===== src/rtl/flw_pkg.sv =====
package flw_pkg;

    typedef enum logic [0:0] {
        ST_MEASURE = 1'b0,
        ST_KICK    = 1'b1
    } flw_state_e;

    typedef struct packed {
        logic done;
        logic pass;
    } flw_result_t;

    // Allowed count error for a window in ppm, rounded to nearest count.
    function automatic int unsigned tol_count(input int unsigned gate,
                                              input int unsigned ratio,
                                              input int unsigned ppm);
        longint unsigned prod;
        prod = longint'(gate) * longint'(ratio) * longint'(ppm) + 64'd500000;
        return int'(prod / 64'd1000000);
    endfunction

endpackage


===== src/rtl/flw_gate_counter.sv =====
module flw_gate_counter #(
    parameter int GATE_LOG2 = 14
) (
    input  logic clk,
    input  logic rst,
    input  logic ref_tick,
    output logic terminal
);
    logic [GATE_LOG2-1:0] cnt_q;

    always_ff @(posedge clk) begin
        if (rst)
            cnt_q <= '0;
        else if (ref_tick)
            cnt_q <= cnt_q + 1'b1;
    end

    assign terminal = ref_tick && (cnt_q == '1);

    // the gate position only moves on a reference tick
    assert_gate_hold_R2: assert property (@(posedge clk) disable iff (rst)
        !ref_tick |=> $stable(cnt_q));
    // a gate ends and the next starts at zero
    assert_gate_wrap_R2: assert property (@(posedge clk) disable iff (rst)
        terminal |=> cnt_q == '0);

endmodule


===== src/rtl/flw_osc_counter.sv =====
module flw_osc_counter #(
    parameter int CW = 18
) (
    input  logic          clk,
    input  logic          rst,
    input  logic          osc_tick,
    input  logic          clear,
    output logic [CW-1:0] count
);
    logic [CW-1:0] cnt_q;

    always_ff @(posedge clk) begin
        if (rst || clear)
            cnt_q <= '0;
        else if (osc_tick && (cnt_q != '1))
            cnt_q <= cnt_q + 1'b1;
    end

    assign count = cnt_q;

    // a full counter never wraps to a small value unless cleared
    assert_no_overflow_R10: assert property (@(posedge clk) disable iff (rst)
        (cnt_q == '1) && !clear |=> cnt_q == '1);

endmodule


===== src/rtl/flw_window_cmp.sv =====
module flw_window_cmp #(
    parameter int          CW    = 18,
    parameter int unsigned NOM   = 65536,
    parameter int unsigned TOL_N = 33,
    parameter int unsigned TOL_W = 131
) (
    input  logic [CW-1:0] count,
    input  logic          osc_tick,
    input  logic          wide_win,
    output logic          in_window
);
    localparam logic [CW:0] NOM_V   = (CW+1)'(NOM);
    localparam logic [CW:0] TOL_N_V = (CW+1)'(TOL_N);
    localparam logic [CW:0] TOL_W_V = (CW+1)'(TOL_W);

    logic [CW:0] total;
    logic [CW:0] diff;
    logic [CW:0] tol;

    always_comb begin
        total = {1'b0, count} + {{CW{1'b0}}, osc_tick};
        if (total >= NOM_V)
            diff = total - NOM_V;
        else
            diff = NOM_V - total;
        tol       = wide_win ? TOL_W_V : TOL_N_V;
        in_window = (diff <= tol);
    end

    // the nominal count always lies inside either window
    assert_nominal_in_R3: assert final (!(total == NOM_V) || in_window);

endmodule


===== src/rtl/flw_lock_fsm.sv =====
module flw_lock_fsm
    import flw_pkg::*;
#(
    parameter int KICK_GATES = 4
) (
    input  logic        clk,
    input  logic        rst,
    input  logic        terminal,
    input  logic        in_window,
    output logic        measuring,
    output flw_result_t result,
    output logic        locked,
    output logic        kick_back
);
    localparam int KW = $clog2(KICK_GATES) + 1;
    localparam logic [KW-1:0] KLAST = KW'(KICK_GATES - 1);

    flw_state_e  state_q;
    logic [1:0]  streak_q;
    logic [KW-1:0] kgate_q;
    flw_result_t res_q;
    logic        lock_q;

    always_ff @(posedge clk) begin
        if (rst) begin
            state_q  <= ST_MEASURE;
            streak_q <= '0;
            kgate_q  <= '0;
            res_q    <= '0;
            lock_q   <= 1'b0;
        end else begin
            res_q.done <= 1'b0;
            unique case (state_q)
                ST_MEASURE: begin
                    if (terminal) begin
                        res_q.done <= 1'b1;
                        res_q.pass <= in_window;
                        if (in_window) begin
                            if (streak_q != 2'd2)
                                streak_q <= streak_q + 1'b1;
                            lock_q <= (streak_q != 2'd0);
                        end else begin
                            streak_q <= '0;
                            lock_q   <= 1'b0;
                            kgate_q  <= '0;
                            state_q  <= ST_KICK;
                        end
                    end
                end
                ST_KICK: begin
                    if (terminal) begin
                        if (kgate_q == KLAST)
                            state_q <= ST_MEASURE;
                        else
                            kgate_q <= kgate_q + 1'b1;
                    end
                end
                default: state_q <= ST_MEASURE;
            endcase
        end
    end

    assign measuring = (state_q == ST_MEASURE);
    assign kick_back = (state_q == ST_KICK);
    assign result    = res_q;
    assign locked    = lock_q;

    // lock and kick-back never coexist
    assert_lock_excl_R7: assert property (@(posedge clk) disable iff (rst)
        lock_q |-> !kick_back);
    // a failing report always comes with kick-back
    assert_fail_kicks_R7: assert property (@(posedge clk) disable iff (rst)
        res_q.done && !res_q.pass |-> kick_back);
    // no report while kick-back was already running
    assert_quiet_kick_R8: assert property (@(posedge clk) disable iff (rst)
        kick_back && $past(kick_back) |-> !res_q.done);
    // kick-back ends only on a reference gate boundary
    assert_kick_end_R8: assert property (@(posedge clk) disable iff (rst)
        $fell(kick_back) |-> $past(terminal));
    // lock only rises with a passing report
    assert_lock_rise_R6: assert property (@(posedge clk) disable iff (rst)
        $rose(lock_q) |-> res_q.done && res_q.pass);

endmodule


===== src/rtl/flw_lock_detector.sv =====
module flw_lock_detector
    import flw_pkg::*;
#(
    parameter int GATE_LOG2  = 14,
    parameter int RATIO      = 4,
    parameter int PPM_NARROW = 500,
    parameter int PPM_WIDE   = 2000,
    parameter int KICK_GATES = 4
) (
    input  logic clk,
    input  logic rst,
    input  logic ref_tick,
    input  logic osc_tick,
    input  logic wide_win,
    output logic locked,
    output logic kick_back,
    output logic meas_done,
    output logic meas_pass
);
    localparam int unsigned GATE  = 1 << GATE_LOG2;
    localparam int          CW    = GATE_LOG2 + $clog2(RATIO) + 2;
    localparam int unsigned NOM   = GATE * RATIO;
    localparam int unsigned TOL_N = tol_count(GATE, RATIO, PPM_NARROW);
    localparam int unsigned TOL_W = tol_count(GATE, RATIO, PPM_WIDE);

    logic          terminal;
    logic          measuring;
    logic          in_window;
    logic [CW-1:0] osc_count;
    flw_result_t   result;

    flw_gate_counter #(.GATE_LOG2(GATE_LOG2)) u_gate (
        .clk      (clk),
        .rst      (rst),
        .ref_tick (ref_tick),
        .terminal (terminal)
    );

    flw_osc_counter #(.CW(CW)) u_osc (
        .clk      (clk),
        .rst      (rst),
        .osc_tick (osc_tick),
        .clear    (terminal || !measuring),
        .count    (osc_count)
    );

    flw_window_cmp #(
        .CW    (CW),
        .NOM   (NOM),
        .TOL_N (TOL_N),
        .TOL_W (TOL_W)
    ) u_cmp (
        .count     (osc_count),
        .osc_tick  (osc_tick),
        .wide_win  (wide_win),
        .in_window (in_window)
    );

    flw_lock_fsm #(.KICK_GATES(KICK_GATES)) u_fsm (
        .clk       (clk),
        .rst       (rst),
        .terminal  (terminal),
        .in_window (in_window),
        .measuring (measuring),
        .result    (result),
        .locked    (locked),
        .kick_back (kick_back)
    );

    assign meas_done = result.done;
    assign meas_pass = result.pass;

    // a report is a single-cycle pulse
    assert_done_pulse_R2: assert property (@(posedge clk) disable iff (rst)
        meas_done |=> !meas_done);
    // the count is empty while kick-back holds the loop
    assert_kick_empty_R9: assert property (@(posedge clk) disable iff (rst)
        kick_back && $past(kick_back) |-> osc_count == '0);

endmodule


===== config.mk =====
export PLATFORM = sky130hd
export DESIGN_NAME = flw_lock_detector
export DESIGN_NICKNAME = d
export VERILOG_FILES = /design/src/rtl/flw_pkg.sv /design/src/rtl/flw_gate_counter.sv /design/src/rtl/flw_osc_counter.sv /design/src/rtl/flw_window_cmp.sv /design/src/rtl/flw_lock_fsm.sv /design/src/rtl/flw_lock_detector.sv
export SDC_FILE = /design/constraint.sdc
export NUM_CORES = 1
export LEC_CHECK = 0
export BUFFER_PORTS_ARGS = -buffer_cell sky130_fd_sc_hd__buf_2
export CORE_MARGIN = 3
export CORE_UTILIZATION = 59
export CTS_BUF_LIST = sky130_fd_sc_hd__clkbuf_8
export DETAILED_ROUTE_END_ITERATION = 8
export PLACE_DENSITY = 0.79
export SYNTH_ARGS = -nofsm -noshare
export SYNTH_HDL_FRONTEND = slang
export SYNTH_SLANG_ARGS = --single-unit

===== constraint.sdc =====
create_clock -name clk -period 4.36 [get_ports clk]
set_input_delay 0.218 -clock clk [delete_from_list [all_inputs] [get_ports clk]]
set_output_delay 0.218 -clock clk [all_outputs]
set_load 0.005 [all_outputs]

## Yosys cells after proc, flatten, opt, wreduce, memory -nomap -nowiden

Index checks and enable logic that the tools add are counted.

- Bits in registers: 41
- Input port bits: 5
- Output and inout port bits: 4
- Word-level logic and storage cells: 52

- Add/sub/neg operators: 7
- $lt $le $gt $ge: 2
- Eq/ne operators: 9
- Mux-type cells: 16
- Bitwise logic cells: 1
- Reduce and logical (&&, ||, !) cells: 9

Operator list:

| cell | count |
|---|---|
| 18-bit by 1-bit adder with 19-bit output | 1 |
| 19-bit by 17-bit greater-or-equal comparator with 1-bit output (second input constant) | 1 |
| 19-bit less-or-equal comparator | 1 |
| 19-bit two-way mux | 1 |
| 17-bit by 19-bit subtractor with 19-bit output (first input constant) | 1 |
| 19-bit by 17-bit subtractor with 19-bit output (second input constant) | 1 |
| 18-bit by 1-bit adder with 18-bit output (second input constant) | 1 |
| 18-bit inequality test (second input constant) | 1 |
| 14-bit by 1-bit adder with 14-bit output (second input constant) | 1 |
| 14-bit equality test (second input constant) | 1 |
| 3-bit two-way mux | 4 |
| 2-bit inequality test (second input constant) | 6 |
| 8-bit two-way mux | 1 |
| 2-bit two-way mux | 3 |
| 3-bit one-hot mux with 2 select lines | 1 |
| 1-bit two-way mux | 5 |
| 4-bit AND reduction | 1 |
| 3-bit by 1-bit adder with 3-bit output (second input constant) | 1 |
| 3-bit by 2-bit equality test with 1-bit output (second input constant) | 1 |
| 3-bit AND reduction | 1 |
| 2-bit by 1-bit adder with 2-bit output (second input constant) | 1 |
| 1-bit logical AND | 2 |
| 1-bit logical OR | 2 |
| 1-bit one-hot mux with 2 select lines | 1 |
| other kinds (4) | 4 |

## Depth between registers and ports, before layout

- Depth in word-level cells: 7
- Gate-level depth with buffers: 20
- Mapped depth without buffers: 19

## By module

Synthesis repeated with hierarchy kept, for this count alone.

- Cell total of the unflattened synthesis: 434
- Area, all modules: 3,483.3 um2

Modules (own cells, without submodules):

| module | times used | cells each | area each (um2) | seq. area each (um2) |
|---|---|---|---|---|
| flw_window_cmp | 1 | 192 | 1,335.0 | 0.0 |
| flw_osc_counter | 1 | 114 | 965.9 | 360.3 |
| flw_gate_counter | 1 | 75 | 695.7 | 280.3 |
| flw_lock_fsm | 1 | 52 | 480.5 | 180.2 |
| flw_lock_detector | 1 | 1 | 6.3 | 0.0 |

## Worst setup path after synthesis

OpenSTA, ideal clock, no wires.

- Kind: flip-flop to flip-flop
- Start: register u_osc.cnt_q[0] (netlist: u_osc.count[0])
- End: register u_fsm.kgate_q[2]
- Setup time: 0.086 ns
- Data arrival time: 4.190 ns
- Required time: 4.274 ns
- Setup slack: 0.084 ns
- Cell stages (with the launch flop): 21
- Path buffers: 1
- Clock period less this slack: 4.276 ns
- Cells stage by stage: dfxtp_1 ha_1 ha_1 buf_2 nand3_1 nor4_2 xor2_2 ha_1 nand4_1 nor4_4 nand2b_4 a31oi_1 xor2_1 ha_1 a2111oi_0 a41o_1 o21ai_0 a21oi_1 o2111a_2 nand2_2 a211oi_1

- Longest elaborated chain between the ends: 6
- Elaborated cells on any way between the ends: 8
- Classes of those cells: add/sub (3); order compare (2); eq/ne (1); mux (1); reduce/logical (1)

RTL lines:

| element | RTL line | source |
|---|---|---|
| start, declared | flw_osc_counter.sv:10 | `logic [CW-1:0] cnt_q;` |
| start signal, assigned | flw_osc_counter.sv:16 | `cnt_q <= cnt_q + 1'b1;` |
| 18-bit by 1-bit adder with 19-bit output * | flw_window_cmp.sv:21 | `total = {1'b0, count} + {{CW{1'b0}}, osc_tick};` |
| 17-bit by 19-bit subtractor with 19-bit output, or another cell as far along | flw_window_cmp.sv:25 | `diff = NOM_V - total;` |
| 19-bit two-way mux * | flw_window_cmp.sv:22 | `if (total >= NOM_V)` |
| 19-bit less-or-equal comparator * | flw_window_cmp.sv:27 | `in_window = (diff <= tol);` |
| 2-bit inequality test (no line) * | - |  |
| 4-bit AND reduction (no line) * | - |  |
| end signal, assigned | flw_lock_fsm.sv:55 | `kgate_q <= kgate_q + 1'b1;` |
| end, declared | flw_lock_fsm.sv:20 | `logic [KW-1:0] kgate_q;` |

Mark *: on every way between the ends. The rest lies on a longest branch, timed or not.
A chain may end at the register's enable or synchronous reset.

## Final worst setup path

Same ends and word-level chain as after synthesis.

==> metrics.md <==
| Metric | Value |
|---|---|
| Mapped Cells | 387 |
| DP HPWL | between 5000 and 6000 microns |
| Most common cell in the synthesized netlist | nor2_1 |
| Starting Density | 0.621 |
| Final Hold Fails | 0 |
| Worst-path clk slew | 0.08 ns |
| Die W | approximately 80 microns |
| R2R Path Start | u_osc.count[0]$_SDFFE_PP0P_ |
| Clk_skew | about 0.014 ns |
| # rows | 26 |
| Routability-driven placement congestion ratio | 1.01 |
| Clk sink count | between 40 and 50 |
| Grt total ovfl | 0 |
| R2R Setup Slk | approximately 0.21 ns |
| Tmin final | 4.15 ns |
| Sequential share of the synthesized area | 0.254 |
| Outcome | complete, no violations |
| Max cap viols | 0 |
| CTS max path bufs | 2 |
| FMAX | roughly 0.24 GHz |
| Worst IR Drop VDD | between 0.15 and 0.2 mV |
| Synthesis Warnings | 0 |
| Initial DRC count | approximately 110 |
| Share of cells above drive strength 1 | 0.204 |
| Slew headroom | 0.603 |
| Largest net degree at the start of global routing | 29 |
| Root Buffer | clkbuf_8 |
| Via/cell ratio | between 5 and 6 |
| Crit path max-delay cell type | a211o_4 |
| R2R Path End | u_fsm.kgate_q[2]$_SDFFE_PP0P_ |
| Critical Path End | u_fsm.kgate_q[2]$_SDFFE_PP0P_ |
| Total Power | around 820 uW |
| Vias after detailed routing | between 2,000 and 3,000 |
| Htree depth | 2 |
| Post-CTS Hold Buffers | 0 |
| Cell mode on critical path | ha_1 |
| Critical Path RT | between 4 and 5 ns |
| WS Path Type | reg2reg |
| Synth Register Bits | between 40 and 50 |
| Total track usage | 0.227 |
| Buffers on Ports | 8 |
| # fillers | 443 |
| EDFF count, synth | 0 |
| Cell taking the most area after synthesis | dfxtp_1 |
| Total core area | about 5200 sq um |
| Later-pin clock latency in the skew report | 0.30 ns |
| Place WS | -0.0327 ns |
| Final setup vio count | 0 |
| Cts bufs inserted | 5 |
| Mapped Area | 3230 sq um |
| Most instantiated cells after synthesis | 49 x nor2_1, 41 x dfxtp_1, 35 x nand2_1 |
| Final Worst Setup Slack | approximately 0.21 ns |
| Final wirelength | approximately 7000 microns |
| Initial antenna violation count | 0 |
| Pleak | 0.00131 uW |
| PwrDens | around 230 nW/um^2 |
| Synth-to-Final Area Change | 7.89% |
| Slew Viols, Final | 0 |
| Drt drc | 0 |
| Number of global-route vias before repair | 2,578 |
| CP startpoint | u_osc.count[0]$_SDFFE_PP0P_ |
| Final worst path period share | 0.951 |
| DR pass1 iterations | 4 |
| Global-route wire length before repair | approximately 12,000 microns |
| N_diodes | 0 |
| Post-synth top flop | dfxtp_1 |
| Mean routed wirelength per cell | ~15 microns |
| Synth area leaders | dfxtp_1 25%, ha_1 6.2%, nor2_1 5.7% |
| Ys async rst share | 0 |
| Hold Path Class | in2reg |
| Worst EP arrival | roughly 4.4 ns |
| Synthesized Nets | just over 400 |
| Setup TNS | 0 ns |
| Cells along the critical path | ha_1 -> ha_1 -> inv_1 -> ha_1 -> and2_4 -> nand4_4 -> a211o_4 -> nor4_4 -> nand2b_4 -> a31oi_1 -> xor2_1 -> ha_1 -> a2111oi_2 -> a41o_1 -> o21ai_0 -> a21oi_1 -> o2111a_2 -> nand2_2 -> a211oi_2 |
| Worst-Margin Slew | between 0.5 and 0.6 ns |
| CTS tree | yes |
| Die Y | 80.0 microns |
| Distinct cells, synth | 70 |
| Path depth of the worst reg2reg path | 19 |
| Worst-path fanout max | 7 |
| Worst Setup End Kind | flip-flop |
| Die area | between 6000 and 7000 sq um |
| Final Net Count | 418 |
| Top cell type's share of synthesized area | 0.254 |
| Final antenna-violating net count | 0 |
| Syn Area/Cell | around 8.4 sq um |
| CP Launch Type | flip-flop |
| Boundary Pins | 9 |
| Min Hold Slack | about 0.23 ns |
| Final Util | 0.670 |
| Delay of the slowest critical-path stage | 0.37 ns |
-- worst min path at each step --
stage,from,end,slack [ns],cells past startpoint
floorplan,ref_tick,u_gate.cnt_q[0]$_SDFFE_PP0P_,0.35,2
global placement,u_fsm.locked$_SDFFE_PP0P_,u_fsm.locked$_SDFFE_PP0P_,0.44,2
detailed placement,u_fsm.locked$_SDFFE_PP0P_,u_fsm.locked$_SDFFE_PP0P_,0.45,2
CTS,ref_tick,u_gate.cnt_q[0]$_SDFFE_PP0P_,0.23,3
global route,ref_tick,u_gate.cnt_q[0]$_SDFFE_PP0P_,0.28,3
finish,ref_tick,u_gate.cnt_q[0]$_SDFFE_PP0P_,0.23,3
-- report_power, final --
| part | internal (uW) | switching, uW |
|---|---|---|
| registers | 378 | 4.68 |
| clock network | 166 | 127 |
| logic | 63.9 | 77.3 |
-- critical path, delay by kind of cell, from the launching register on --
family / cells / cell delay [ns]
AO/OA/AOI/OAI: 8 / 1.59
XOR/XNOR: 1 / 0.18
adder cells (fa/ha/maj): 4 / 0.94
buffers and inverters: 1 / 0.10
flip-flops: 1 / 0.35
AND/OR/NAND/NOR: 5 / 0.90
-- kinds of logic after synthesis --
group                      Yosys count  synth area share
DFF                                 41             0.254
AOI/OAI and AO/OA                   62             0.139
adders and majority gates           16            0.0619
muxes                                6            0.0190
and+or+nand+nor                    182             0.326
buffers and inverters               34            0.0611
xor gates and xnor gates            46             0.139
-- stage by stage --
step           instance area, sq um  instances
2_1_floorplan                  3230        387
3_3_place_gp                   3300        454
3_5_place_dp                   3300        454
4_1_cts                        3410        461
5_1_grt                        3490        467
6_report                       3490        467
-- state kept, by name, summed over array words and instances (netlist names) --
| signal | count |
|---|---|
| u_fsm.streak_q | 2 |
| u_gate.cnt_q | 14 |
| u_fsm.locked | 1 |
| u_fsm.result | 2 |
| u_osc.count | 18 |
| u_fsm.kick_back | 1 |
| u_fsm.kgate_q | 3 |
-- routing by layer --
layer / track usage / wire, microns / vias up
met5: 0 / 0 / -
met4: 0.0743 / 89 / 0
met3: 0.0372 / 245 / 10
met2: 0.360 / 3210 / 65
met1: 0.313 / 3280 / 1280
li1: - / - / 1399
-- cell usage in the layout, fill, tap and decap left out, drive strengths merged, types with 12 or more instances in the layout --
cell type   n
o21ai      14
nand2      37
nand4      20
or3        12
ha         16
dfxtp      41
buf        28
xor2       23
nor2       50
nand3      18
xnor2      23
a21oi      19
-- layout make-up --
class	count	area (sq um)	area share
Multi-Input combinational cell	312	2250	0.645
Clock buffer	5	68.8	0.0197
Clock inverter	2	35.0	0.0100
Tap cell	70	87.6	0.0251
Inverter	9	33.8	0.00968
Timing Repair Buffer	28	190	0.0545
Sequential cell	41	823	0.236
-- repair_timing --
item | 4_1_cts | 5_1_grt
pin swaps | 0 | 4
endpoints found under the setup margin | 1 | 8
gates resized for setup | 1 | 10
setup buffers | 0 | 6
Power figures use the tool's default switching activity.
